File: src/rtl/te_act_pkg.sv
package te_act_pkg;

  localparam int CI_W = 4;

  typedef enum logic [2:0] {
    ST_DOWN   = 3'd0,
    ST_UP     = 3'd1,
    ST_DRAIN  = 3'd2,
    ST_REQ    = 3'd3,
    ST_SEEK   = 3'd4,
    ST_SYNC   = 3'd5,
    ST_ACTIVE = 3'd6,
    ST_TEST   = 3'd7
  } l1_state_e;

  typedef enum logic [1:0] {
    TX_I0   = 2'd0,
    TX_I1   = 2'd1,
    TX_I3   = 2'd2,
    TX_TPAT = 2'd3
  } tx_sel_e;

  localparam logic [CI_W-1:0] CMD_TIM = 4'h0;
  localparam logic [CI_W-1:0] CMD_TM1 = 4'h2;
  localparam logic [CI_W-1:0] CMD_TM2 = 4'h3;
  localparam logic [CI_W-1:0] CMD_AR  = 4'h8;
  localparam logic [CI_W-1:0] CMD_DI  = 4'hF;

  localparam logic [CI_W-1:0] IND_IDLE    = 4'hF;
  localparam logic [CI_W-1:0] IND_PWRUP   = 4'h7;
  localparam logic [CI_W-1:0] IND_SEEK    = 4'h4;
  localparam logic [CI_W-1:0] IND_SIGRX   = 4'h8;
  localparam logic [CI_W-1:0] IND_ACTIVE  = 4'hC;
  localparam logic [CI_W-1:0] IND_DEACREQ = 4'h0;
  localparam logic [CI_W-1:0] IND_TEST    = 4'h2;

  typedef struct packed {
    logic info0;
    logic any;
    logic info2;
    logic info4;
    logic lost;
  } rx_flags_t;

  function automatic logic [CI_W-1:0] ind_of(input l1_state_e s);
    case (s)
      ST_DOWN:   return IND_IDLE;
      ST_UP:     return IND_PWRUP;
      ST_REQ:    return IND_PWRUP;
      ST_SEEK:   return IND_SEEK;
      ST_SYNC:   return IND_SIGRX;
      ST_ACTIVE: return IND_ACTIVE;
      ST_DRAIN:  return IND_DEACREQ;
      default:   return IND_TEST;
    endcase
  endfunction

  function automatic tx_sel_e tx_of(input l1_state_e s);
    case (s)
      ST_REQ:              return TX_I1;
      ST_SYNC, ST_ACTIVE:  return TX_I3;
      ST_TEST:             return TX_TPAT;
      default:             return TX_I0;
    endcase
  endfunction

endpackage

File: src/rtl/te_act_fsm.sv
module te_act_fsm
  import te_act_pkg::*;
(
  input  logic            clk,
  input  logic            rst,
  input  logic [CI_W-1:0] cmd,
  input  logic            du_low,
  input  rx_flags_t       rx,
  output l1_state_e       state_q,
  output l1_state_e       state_nxt,
  output logic            tm2_nxt
);

  logic tm2_q;
  logic is_tm;

  assign is_tm = (cmd == CMD_TM1) || (cmd == CMD_TM2);

  always_comb begin
    state_nxt = state_q;
    case (state_q)
      ST_DOWN: begin
        if (is_tm)                            state_nxt = ST_TEST;
        else if (cmd == CMD_AR)               state_nxt = ST_REQ;
        else if (rx.any)                      state_nxt = ST_SEEK;
        else if (cmd == CMD_TIM || du_low)    state_nxt = ST_UP;
      end
      ST_UP: begin
        if (is_tm)                            state_nxt = ST_TEST;
        else if (cmd == CMD_AR)               state_nxt = ST_REQ;
        else if (rx.any)                      state_nxt = ST_SEEK;
        else if (cmd == CMD_DI && !du_low)    state_nxt = ST_DOWN;
      end
      ST_REQ: begin
        if (rx.any)                           state_nxt = ST_SEEK;
        else if (cmd == CMD_DI)               state_nxt = ST_DOWN;
      end
      ST_SEEK: begin
        if (rx.info0)                         state_nxt = ST_DRAIN;
        else if (rx.info4)                    state_nxt = ST_ACTIVE;
        else if (rx.info2)                    state_nxt = ST_SYNC;
      end
      ST_SYNC: begin
        if (rx.info0)                         state_nxt = ST_DRAIN;
        else if (rx.lost)                     state_nxt = ST_SEEK;
        else if (rx.info4)                    state_nxt = ST_ACTIVE;
      end
      ST_ACTIVE: begin
        if (rx.info0)                         state_nxt = ST_DRAIN;
        else if (rx.lost)                     state_nxt = ST_SEEK;
        else if (rx.info2)                    state_nxt = ST_SYNC;
      end
      ST_DRAIN: begin
        if (rx.any)                           state_nxt = ST_SEEK;
        else if (cmd == CMD_DI)               state_nxt = ST_DOWN;
      end
      default: begin
        if (cmd == CMD_DI)                    state_nxt = ST_DOWN;
        else if (cmd == CMD_TIM)              state_nxt = ST_UP;
      end
    endcase
  end

  assign tm2_nxt = (state_nxt == ST_TEST && is_tm) ? (cmd == CMD_TM2) : tm2_q;

  always_ff @(posedge clk) begin
    if (rst) begin
      state_q <= ST_DOWN;
      tm2_q   <= 1'b0;
    end else begin
      state_q <= state_nxt;
      tm2_q   <= tm2_nxt;
    end
  end

  assert_req_hold_R5: assert property (@(posedge clk) disable iff (rst)
    (state_q == ST_REQ && !rx.any && cmd != CMD_DI) |=> state_q == ST_REQ)
    else $error("pending activation left without cause");

  assert_drain_exit_R10: assert property (@(posedge clk) disable iff (rst)
    (state_q == ST_DRAIN) |=> (state_q == ST_DRAIN || state_q == ST_SEEK || state_q == ST_DOWN))
    else $error("illegal exit from pending deactivation");

  assert_lost_sync_R8: assert property (@(posedge clk) disable iff (rst)
    ((state_q == ST_SYNC || state_q == ST_ACTIVE) && rx.lost && !rx.info0) |=> state_q == ST_SEEK)
    else $error("lost sync not handled");

  assert_info0_R9: assert property (@(posedge clk) disable iff (rst)
    ((state_q == ST_SEEK || state_q == ST_SYNC || state_q == ST_ACTIVE) && rx.info0) |=> state_q == ST_DRAIN)
    else $error("INFO0 did not start deactivation");

endmodule

File: src/rtl/te_act_out.sv
module te_act_out
  import te_act_pkg::*;
(
  input  logic            clk,
  input  logic            rst,
  input  logic            cfg_clk_stop,
  input  l1_state_e       state_q,
  input  l1_state_e       state_nxt,
  output logic [CI_W-1:0] ind,
  output tx_sel_e         tx,
  output logic            clk_en
);

  always_ff @(posedge clk) begin
    if (rst) begin
      ind    <= IND_IDLE;
      tx     <= TX_I0;
      clk_en <= !cfg_clk_stop;
    end else begin
      if (state_nxt != state_q) ind <= ind_of(state_nxt);
      tx     <= tx_of(state_nxt);
      clk_en <= !(state_nxt == ST_DOWN && cfg_clk_stop);
    end
  end

  assert_ind_on_change_R13: assert property (@(posedge clk) disable iff (rst)
    $stable(state_q) |-> $stable(ind))
    else $error("indication changed without transition");

  assert_clk_gate_R2: assert property (@(posedge clk) disable iff (rst)
    !clk_en |-> state_q == ST_DOWN)
    else $error("clock stopped outside power-down");

  assert_req_info1_R4: assert property (@(posedge clk) disable iff (rst)
    state_q == ST_REQ |-> tx == TX_I1)
    else $error("pending activation not sending INFO1");

endmodule

File: src/rtl/te_test_pulse.sv
module te_test_pulse #(
  parameter int DIV1 = 768,
  parameter int DIV2 = 16
) (
  input  logic clk,
  input  logic rst,
  input  logic run,
  input  logic sel2,
  output logic pos,
  output logic neg
);

  localparam int DMAX = (DIV1 > DIV2) ? DIV1 : DIV2;
  localparam int CW   = (DMAX > 2) ? $clog2(DMAX) : 1;
  localparam logic [CW-1:0] LIM1 = CW'(DIV1 - 1);
  localparam logic [CW-1:0] LIM2 = CW'(DIV2 - 1);

  logic [CW-1:0] cnt;
  logic [CW-1:0] lim;
  logic          pol;

  assign lim = sel2 ? LIM2 : LIM1;

  always_ff @(posedge clk) begin
    if (rst || !run) begin
      cnt <= '0;
      pol <= 1'b0;
      pos <= 1'b0;
      neg <= 1'b0;
    end else if (cnt >= lim) begin
      cnt <= '0;
      pos <= !pol;
      neg <= pol;
      pol <= !pol;
    end else begin
      cnt <= cnt + 1'b1;
      pos <= 1'b0;
      neg <= 1'b0;
    end
  end

  assert_pulse_excl_R12: assert property (@(posedge clk) disable iff (rst)
    !(pos && neg))
    else $error("both pulse polarities active");

endmodule

File: src/rtl/te_act_ctrl.sv
module te_act_ctrl
  import te_act_pkg::*;
#(
  parameter int CLK_HZ = 1536000,
  parameter int TM1_HZ = 2000,
  parameter int TM2_HZ = 96000
) (
  input  logic       clk,
  input  logic       rst,
  input  logic       cfg_clk_stop,
  input  logic [3:0] ci_cmd,
  input  logic       du_low,
  input  logic       rx_info0,
  input  logic       rx_any,
  input  logic       rx_info2,
  input  logic       rx_info4,
  input  logic       rx_lost_sync,
  output logic [3:0] ci_ind,
  output logic [1:0] tx_info,
  output logic       line_pos,
  output logic       line_neg,
  output logic       clk_en,
  output logic [2:0] l1_state
);

  localparam int DIV1 = CLK_HZ / TM1_HZ;
  localparam int DIV2 = CLK_HZ / TM2_HZ;

  rx_flags_t rx;
  l1_state_e state_q;
  l1_state_e state_nxt;
  logic      tm2_nxt;
  tx_sel_e   tx;

  assign rx = '{info0: rx_info0, any: rx_any, info2: rx_info2,
                info4: rx_info4, lost: rx_lost_sync};

  te_act_fsm u_fsm (
    .clk       (clk),
    .rst       (rst),
    .cmd       (ci_cmd),
    .du_low    (du_low),
    .rx        (rx),
    .state_q   (state_q),
    .state_nxt (state_nxt),
    .tm2_nxt   (tm2_nxt)
  );

  te_act_out u_out (
    .clk          (clk),
    .rst          (rst),
    .cfg_clk_stop (cfg_clk_stop),
    .state_q      (state_q),
    .state_nxt    (state_nxt),
    .ind          (ci_ind),
    .tx           (tx),
    .clk_en       (clk_en)
  );

  te_test_pulse #(.DIV1(DIV1), .DIV2(DIV2)) u_pulse (
    .clk  (clk),
    .rst  (rst),
    .run  (state_nxt == ST_TEST),
    .sel2 (tm2_nxt),
    .pos  (line_pos),
    .neg  (line_neg)
  );

  assign tx_info  = tx;
  assign l1_state = state_q;

  assert_pulse_in_test_R12: assert property (@(posedge clk) disable iff (rst)
    (line_pos || line_neg) |-> (state_q == ST_TEST && tx == TX_TPAT))
    else $error("test pulse outside test state");

endmodule

File: config.mk
export PLATFORM = sky130hd
export DESIGN_NAME = te_act_ctrl
export DESIGN_NICKNAME = d
export VERILOG_FILES = /design/src/rtl/te_act_pkg.sv /design/src/rtl/te_act_fsm.sv /design/src/rtl/te_act_out.sv /design/src/rtl/te_test_pulse.sv /design/src/rtl/te_act_ctrl.sv
export SDC_FILE = /design/constraint.sdc
export NUM_CORES = 1
export LEC_CHECK = 0
export BUFFER_PORTS_ARGS = -buffer_cell sky130_fd_sc_hd__buf_4
export CAP_MARGIN = 5
export CORE_MARGIN = 4
export CORE_UTILIZATION = 50
export DETAILED_ROUTE_END_ITERATION = 6
export PLACE_DENSITY = 0.75
export SYNTH_ARGS = -nofsm -noshare
export SYNTH_HDL_FRONTEND = slang
export SYNTH_HIERARCHICAL = 1
export SYNTH_SLANG_ARGS = --single-unit
File: constraint.sdc
create_clock -name clk -period 3.11 [get_ports clk]
set_clock_uncertainty 0.2 [all_clocks]
set_input_delay 0.622 -clock clk [delete_from_list [all_inputs] [get_ports clk]]
set_output_delay 0.622 -clock clk [all_outputs]
set_load 0.02 [all_outputs]
==> results.md, run 1 <==
Route:
- The remaining design rule violation count is 0.
- The final route contains 1,378 vias.
- The detail route stage leaves a number of antenna-violating nets equal to 0.
- The first TritonRoute pass finished after 4 iterations.
- The routed design has 3.49 mm of wire.
- The number of DRC violations after detailed-routing iteration 0 is 96.
- The mean number of vias per cell is 5.67.
- In the final routed layout, each cell accounts on average for 14.3 um.

Global route:
- Global routing finished with a remaining overflow of 0.
- The first global-routing pass estimated 5.78 mm of wire.
- The initial antenna violation count is 0.
- Global routing consumed, over all layers together, 17.9% of the routing resources.
- Entering global routing, the biggest net connects 19 pins.
- The number of global-route vias before repair is 1,352.

Synth:
- The netlist area before placement is 0.00148 mm2.
- In the synthesized netlist, the number of instances is 170.
- The fraction of registers with async set or reset after synthesis is 0%.
- The number of enable-type register cells in the synthesized netlist is 0.
- Ranked by instance count, the synthesized netlist is headed by sky130_fd_sc_hd__dfxtp_1, sky130_fd_sc_hd__nor2_1, sky130_fd_sc_hd__nand2_1.
- Of the synthesized area, sequential elements account for 32.4%.
- The register bit count reported by yosys is 24.
- By area the synthesized netlist is led by sky130_fd_sc_hd__dfxtp_1, sky130_fd_sc_hd__nor2_1, sky130_fd_sc_hd__xor2_1.
- The mean instance size in the synthesized netlist is 8.73 um2.
- The number of nets produced by synthesis is 189.
- The top cell type's share of synthesized area is 32.4%.
- The yosys synthesis warning count is 6.
- Summed over all instances, the cell type with the most area after synthesis is sky130_fd_sc_hd__dfxtp_1.
- The distinct cell type count after synthesis is 50.
- In the synthesized netlist the dominant register cell turns out to be sky130_fd_sc_hd__dfxtp_1.

Clock tree:
- TritonCTS built the clock tree.
- The clock-pin transition on the worst setup and hold timing paths is 140 ps.
- Buffers inserted during clock tree synthesis total 3.
- For this design, the sink count on the clock tree is 24.
- In this run the number of H-tree levels came out at 1.
- The clock passes through at most 2 buffers.
- The number of post-CTS setup repair buffers is 0.
- The later pin in the worst-skew pair is clocked with a latency of 310 ps.
- The cell sitting at the root of the clock tree is a sky130_fd_sc_hd__clkbuf_4.

Floorplan:
- The height of the die is 62.5 um.
- The row count is 19.
- The die outline width is 62.5 um.
- 25 I/O pins were placed.
- The starting density of the core is 52.9%.
- The core footprint is 0.00281 mm2.
- The area of the die is 0.00390 mm2.

Placement:
- At the end of routability-driven placement, the weighted congestion stood at 0.906.
- The count of input and output buffers is 24.
- The placement-stage cell area is 0.00186 mm2.
- The placed wire-length estimate after detailed placement is 2.59 mm.
- Once placement completed, the tool counted placed cells totaling 240.

Setup path:
- Counting cells, the worst reg-to-reg path comes to 11.
- In this run the worst path has a maximum fanout of 7.
- The worst setup path is launched from an input port.
- For the worst setup path, the data required time is 3180 ps.
- The arrival time at the worst endpoint is 3170 ps.
- The nature of the critical path endpoint is a flip-flop.
- The startpoint-to-endpoint class of the critical path is input port to flip-flop.

Timing:
- The worst path in the final design needs a cycle of 3110 ps, including I/O delays and setup.
- The worst max-slew margin expressed relative to the limit is 73.1%.
- The total negative slack for setup checks is 0 ps.
- The share of the cycle needed by the critical path after routing is 99.9%.
- The number of endpoints with negative hold slack in the final report was 0.
- Static timing analysis puts the maximum clock frequency at 322 MHz.
- The final-report max-slew violation count is 0.
- Setup repair after global routing could not meet its margin everywhere.
- For the pin with the worst max-slew slack, the measured transition is 403 ps.
- Setup violations remaining at the end of the flow were counted as 0.

Power:
- The cell area power density is 439 mW/mm2.
- The cell leakage power is 0.821 nW.
- IR analysis of the VDD net gives a maximum drop of 0.349 mV.

Cells and area:
- After the flow finishes, the layout carries non-filler instances totaling 243.
- The finished cells cover 0.00197 mm2.
- Cells fill 70.1% of the core in the end.
- 0 antenna diodes ended up in the layout.
- The number of nets in the layout is 232.
- The layout cell share with drive strength beyond 1 is 35.4%.
- The layout overhead on the synthesized area is 32.5%.

Flow run:
- Max-cap violations in this run came to 0.

Run status:
- The flow ran to the end, and the final reports show no timing, DRC or antenna violations.

Hold path:
- Counting instances, the worst hold path has a depth of 1.
- The kind of path behind the tightest hold check is flip-flop to flip-flop.
-- per-stage QoR --
step / hold slack, ps / worst slack [ps] / total power [mW]
detailed placement: 256 / -335 / 0.636
global placement: 245 / -257 / 0.629
global route: 294 / -85.8 / 0.913
floorplan: 226 / -15.5 / 0.530
finish: 296 / 4.05 / 0.862
CTS: 289 / 3.35 / 0.868
-- cell families (layout without fill, tap and decap cells) --
kind of cell | count (synthesis) | after routing | share of synthesized area, %
compound gates | 28 | 28 | 14.6
xor+xnor | 12 | 12 | 7.59
fa+ha+maj | 6 | 6 | 5.06
buf+inv | 13 | 55 | 4.55
flops | 24 | 24 | 32.4
mux | 7 | 7 | 4.89
simple gates | 80 | 80 | 30.9
-- timing repair --
item	in CTS	in global routing
endpoints found under the setup margin	13	13
endpoints found under the hold margin	0	0
pin swaps	1	6
gates resized for setup	4	10
hold buffers	0	0
-- flip-flops by register name, indices dropped and copies added (netlist names) --
signal	flops
u_fsm/state_q	3
u_out/ind	4
u_out/clk_en	1
u_pulse/neg	1
u_pulse/pos	1
u_pulse/pol	1
u_fsm/tm2_q	1
u_out/tx	2
u_pulse/cnt	10
-- final timing paths --
path                     from             end  slack (ps)
min            u_pulse/cnt[0]  u_pulse/cnt[0]         300
min reg2reg    u_pulse/cnt[0]  u_pulse/cnt[0]         300
max reg2reg  u_fsm/state_q[1]     u_pulse/pol         110
max                 ci_cmd[3]     u_pulse/pol           4
-- critical path, stage by stage --
cell	delay, ps
sky130_fd_sc_hd__buf_4	140
sky130_fd_sc_hd__nand4_1	140
sky130_fd_sc_hd__nand2_1	100
sky130_fd_sc_hd__o31ai_1	320
sky130_fd_sc_hd__nor3_2	110
sky130_fd_sc_hd__nor3_4	240
sky130_fd_sc_hd__mux2_4	390
sky130_fd_sc_hd__ha_4	240
sky130_fd_sc_hd__a211o_4	360
sky130_fd_sc_hd__a211o_1	310
sky130_fd_sc_hd__o311a_1	130
sky130_fd_sc_hd__nand3_1	70
-- routing by layer --
layer	vias up	wire, um	GRT usage, %
met4	0	27	6.06
met5	-	0	0
met2	28	1870	32.4
li1	690	-	-
met3	4	102	3.60
met1	656	1490	20.8
-- cell usage in the layout, fill, tap and decap left out, drive strengths merged, types with 4 or more instances in the layout --
cell type | netlist | routed
buf | 4 | 44
nor2 | 24 | 24
dfxtp | 24 | 24
nand2 | 12 | 12
xor2 | 10 | 10
nor3 | 9 | 9
nand2b | 7 | 7
inv | 7 | 7
a21oi | 7 | 7
nand3 | 6 | 6
o21ai | 6 | 6
ha | 6 | 6
mux2i | 5 | 5
and3 | 4 | 4
-- power breakdown --
group	internal [mW]	switching, mW	total (mW)
registers	0.332	0.0218	0.354
clock network	0.130	0.0945	0.225
logic	0.132	0.151	0.283
total	0.594	0.268	0.862
-- layout make-up --
| class | count | area [um2] |
|---|---|---|
| Fill cell | 226 | 840 |
| Inverter | 7 | 26.3 |
| Sequential cell | 24 | 484 |
| Clock inverter | 1 | 30.0 |
| Clock buffer | 3 | 22.5 |
| Timing Repair Buffer | 44 | 342 |
| Tap cell | 31 | 38.8 |
| Multi-Input combinational cell | 133 | 1020 |
Power figures use the tool's default switching activity.
==> run 2: changes to the inputs <==
Settings changed: ABC_AREA set to 1, CORE_MARGIN 4 to 2, SLEW_MARGIN set to 5.
==> results.md, run 2 <==
Run status:
- Status: complete, no violations (unchanged).

Setup path:
- The total buffers and inverters traversed by the critical path was 3 (was 1).
- The maximum fanout along the worst path was 9 (was 7).
- The sort of element at the start of the critical path was a flip-flop (was input port).
- The nature of the critical path endpoint was a flip-flop (unchanged).
- The master of the slowest instance on the critical path is sky130_fd_sc_hd__dfxtp_1 (was sky130_fd_sc_hd__mux2_4).
- The required time of the worst setup path came to 3170 ps (was 3180 ps).
- The arrival time at the worst endpoint came to 2840 ps (was 3170 ps).
- Cell breakdown of the critical path: nor2_2 -> nand2_1 -> nand2_1 -> nor2_1 -> nand3_2 -> nand2_1 -> inv_1 -> nand3_1 -> nand2_1 -> nand2_1 -> inv_1 -> ha_1 -> inv_1 -> nor2_1 -> nand3_1 -> nand3_1 -> nand3_1 -> nand2_1 (was buf_4 -> nand4_1 -> nand2_1 -> o31ai_1 -> nor3_2 -> nor3_4 -> mux2_4 -> ha_4 -> a211o_4 -> a211o_1 -> o311a_1 -> nand3_1).
- The startpoint-to-endpoint class of the critical path is flip-flop to flip-flop (was input port to flip-flop).
- The most common cell type on the critical path is sky130_fd_sc_hd__nand2_1.
- The peak per-stage delay on the critical path is 560 ps (was 390 ps).
- The kind of cell with the highest combined delay on the critical path is simple AND/OR/NAND/NOR gates (was compound AO/OA/AOI/OAI gates).

Placement:
- The count of input and output buffers is 24 (unchanged).
- The placement-stage cell area is 0.00177 mm2 (was 0.00186 mm2).
- The placer congestion estimate was 0.875 (was 0.906).
- The placed wire-length estimate after detailed placement came to 2.35 mm (was 2.59 mm).

Route:
- The wire length per cell is 9.58 um (was 14.3 um).
- The number of DRC violations after detailed-routing iteration 0 is 74 (was 96).
- The mean number of vias per cell is 4.87 (was 5.67).
- The vias after detailed routing is 1,461 (was 1,378).
- The count of TritonRoute iterations in the first routing pass is 4 (unchanged).
- The number of nets with antenna violations after detailed routing is 0 (unchanged).
- The remaining design rule violation count was 0 (unchanged).
- The post-detailed-routing wire length was 2.87 mm (was 3.49 mm).

Synth:
- The fraction of registers with async set or reset after synthesis is 0% (unchanged).
- The most repeated cell in the gate-level netlist after synthesis is sky130_fd_sc_hd__nand2_1.
- The number of enable-type register cells in the synthesized netlist came to 0 (unchanged).
- The top flip-flop cell by instance count after synthesis is sky130_fd_sc_hd__dfxtp_1 (unchanged).
- The cell type with the highest aggregate area in the netlist is sky130_fd_sc_hd__dfxtp_1 (unchanged).
- The distinct cell type count after synthesis is 24 (was 50).
- The number of nets produced by synthesis is 256 (was 189).
- The number of standard cells after synthesis is 237 (was 170).
- Most common library cells after synthesis: sky130_fd_sc_hd__nand2_1, sky130_fd_sc_hd__inv_1, sky130_fd_sc_hd__nor2_1 (was sky130_fd_sc_hd__dfxtp_1, sky130_fd_sc_hd__nor2_1, sky130_fd_sc_hd__nand2_1).
- The register bit count reported by yosys is 24 (unchanged).
- The share of the yosys chip area belonging to registers is 31.4% (was 32.4%).
- The mean instance size in the synthesized netlist was 6.45 um2 (was 8.73 um2).
- The yosys synthesis warning count is 6 (unchanged).
- The top cell type's share of synthesized area was 31.4% (was 32.4%).
- The netlist area before placement is 0.00153 mm2 (was 0.00148 mm2).
- Top cells by area, synth: sky130_fd_sc_hd__dfxtp_1, sky130_fd_sc_hd__nand2_1, sky130_fd_sc_hd__inv_1 (was sky130_fd_sc_hd__dfxtp_1, sky130_fd_sc_hd__nor2_1, sky130_fd_sc_hd__xor2_1).

Global route:
- The final global-route overflow total is 0 (unchanged).
- The overall fraction of global-route tracks in use is 18.3% (was 17.9%).
- The initial antenna violation count is 0 (unchanged).
- The largest net degree at the start of global routing was 13 (was 19).
- The wire length of the first global-routing pass is 5.00 mm (was 5.78 mm).
- The number of global-route vias before repair came to 1,234 (was 1,352).

Floorplan:
- The die outline width came to 59.3 um (was 62.5 um).
- The row count is 20 (was 19).
- The starting density of the core is 51.3% (was 52.9%).
- The height of the die is 59.3 um (was 62.5 um).
- The core footprint is 0.00298 mm2 (was 0.00281 mm2).
- The area of the die was 0.00351 mm2 (was 0.00390 mm2).
- The count of pins on the block boundary is 25 (unchanged).

Timing:
- The share of the cycle needed by the critical path after routing is 89.2% (was 99.9%).
- RSZ-0062 raised after global routing: no (was yes).
- The total negative slack for setup checks is 0 ps (unchanged).
- The fmax is 361 MHz (was 322 MHz).
- The final-report max-slew violation count is 0 (unchanged).
- The actual slew at the worst max-slew pin came to 377 ps (was 403 ps).
- The number of endpoints with negative hold slack in the final report is 0 (unchanged).
- The number of setup violations in the final report is 0 (unchanged).
- The post-layout minimum cycle time was 2770 ps (was 3110 ps).
- The worst max-slew margin expressed relative to the limit is 74.8% (was 73.1%).
- The worst hold-check slack is 260 ps (was 296 ps).

Clock tree:
- The TritonCTS clock tree is built (unchanged).
- The number of post-CTS setup repair buffers is 0 (unchanged).
- The clock-pin transition on the worst setup and hold timing paths was 120 ps (was 140 ps).
- The maximum number of buffers from clock root to sink is 2 (unchanged).
- The post-CTS resize count was 0 (was 4).
- The hold buffer count at CTS is 0 (unchanged).
- The clock latency at the later pin of the worst-skew pair is 310 ps (about the same).
- The deepest level of the CTS H-tree is 1 (unchanged).
- The CTS root buffer is sky130_fd_sc_hd__clkbuf_4 (unchanged).
- The total clock buffers created by CTS is 3 (unchanged).
- The sink count of the clock tree is 24 (unchanged).

Cells and area:
- The antenna diode instance count was 0 (unchanged).
- The register ranked first by flip-flop count is u_pulse/cnt (unchanged).
- The most common library cell in the layout ignoring fill and taps is sky130_fd_sc_hd__nand2_1 (was sky130_fd_sc_hd__buf_4).
- Biggest registers after layout: u_pulse/cnt x10, u_out/ind x4, u_fsm/state_q x3 (unchanged).
- Commonest cells after routing, fill and taps aside: sky130_fd_sc_hd__nand2_1, sky130_fd_sc_hd__inv_1, sky130_fd_sc_hd__nor2_1 (was sky130_fd_sc_hd__buf_4, sky130_fd_sc_hd__nor2_1, sky130_fd_sc_hd__dfxtp_1).
- The number of nets in the layout is 288 (was 232).
- The layout overhead on the synthesized area was 17.4% (was 32.5%).
- The number of flip-flops under the largest register name was 10 (unchanged).
- The number of inserted filler cells in the final layout was 300 (was 226).
- The layout cell share with drive strength beyond 1 is 18.0% (was 35.4%).
- The cell area after layout came to 0.00179 mm2 (was 0.00197 mm2).

Power:
- The cell leakage power was 0.900 nW (was 0.821 nW).
- The maximum vdd ir drop is 0.260 mV (was 0.349 mV).
- The combinational share of power is 42.1% (was 32.8%).
- The cell area power density is 477 mW/mm2 (was 439 mW/mm2).
- The sequential group share of total power is 42.9% (was 41.1%).
- The switching power summed over all nets is 326 uW (was 268 uW).
- The internal portion of total power came to 529 uW (was 594 uW).
- The net switching fraction of the power is 38.2% (was 31.1%).
- The power share of the clock group is 15.0% (was 26.1%).

Hold path:
- The kind of path behind the tightest hold check is input port to flip-flop (was flip-flop to flip-flop).

Flow run:
- The max capacitance violation total is 0 (unchanged).
-- run 2: final cells by class --
cell class	instances	area, um2	area share (%)
timing repair buffer	28	210	11.7
clock buffer	3	22.5	1.26
sequential	24	480	26.8
tap	33	41.3	2.30
multi-input combinational	171	886	49.4
inverter	41	154	8.58
-- run 2: per-stage QoR --
| step | instances | total power [mW] | util [%] | setup WS, ps |
|---|---|---|---|---|
| 6_report | 300 | 0.855 | 60.3 | 337 |
| 5_1_grt | 300 | 0.925 | 60.3 | 10.7 |
| 4_1_cts | 300 | 0.864 | 60.3 | 323 |
| 3_5_place_dp | 297 | 0.732 | 59.5 | 137 |
| 3_3_place_gp | 297 | 0.731 | 59.5 | 192 |
| 2_1_floorplan | 237 | 0.612 | - | 370 |
-- run 2: worst reg2reg max path, stage by stage, from the launching register on --
cell	delay [ps]
sky130_fd_sc_hd__dfxtp_1	560
sky130_fd_sc_hd__nor2_2	100
sky130_fd_sc_hd__nand2_1	70
sky130_fd_sc_hd__nand2_1	50
sky130_fd_sc_hd__nor2_1	150
sky130_fd_sc_hd__nand3_2	170
sky130_fd_sc_hd__nand2_1	90
sky130_fd_sc_hd__inv_1	50
sky130_fd_sc_hd__nand3_1	70
sky130_fd_sc_hd__nand2_1	50
sky130_fd_sc_hd__nand2_1	70
sky130_fd_sc_hd__inv_1	100
sky130_fd_sc_hd__ha_1	320
sky130_fd_sc_hd__inv_1	50
sky130_fd_sc_hd__nor2_1	240
sky130_fd_sc_hd__nand3_1	130
sky130_fd_sc_hd__nand3_1	110
sky130_fd_sc_hd__nand3_1	90
sky130_fd_sc_hd__nand2_1	70
-- run 2: final timing paths --
check,startpoint,end,slack (ps),cells after the start
max,u_fsm/state_q[0],u_pulse/pol,340,18
min,cfg_clk_stop,u_out/clk_en,260,2
max reg2reg,u_fsm/state_q[0],u_pulse/pol,340,18
min reg2reg,u_pulse/pol,u_pulse/neg,270,2
-- run 2: power groups by stage --
stage               combinational (mW)  clock [mW]  sequential (mW)
CTS                              0.360       0.137            0.367
floorplan                        0.200           0            0.412
global route                     0.406       0.150            0.370
finish                           0.360       0.128            0.367
global placement                 0.358           0            0.373
detailed placement               0.358           0            0.374
-- run 2: kinds of logic after synthesis --
kind of cell               share of synthesized area [%]
AOI/OAI and AO/OA                                   3.93
adders and majority gates                           4.91
xor gates and xnor gates                            2.79
and+or+nand+nor                                     46.4
DFF                                                 31.4
buffers and inverters                               10.6
-- run 2: layer usage --
metal | global-route usage, % | wire length, um | up-vias
met5 | 0 | 0 | -
met2 | 30.0 | 1270 | 20
met3 | 4.80 | 109 | 4
met4 | 5.19 | 24 | 0
li1 | - | - | 816
met1 | 23.6 | 1460 | 621
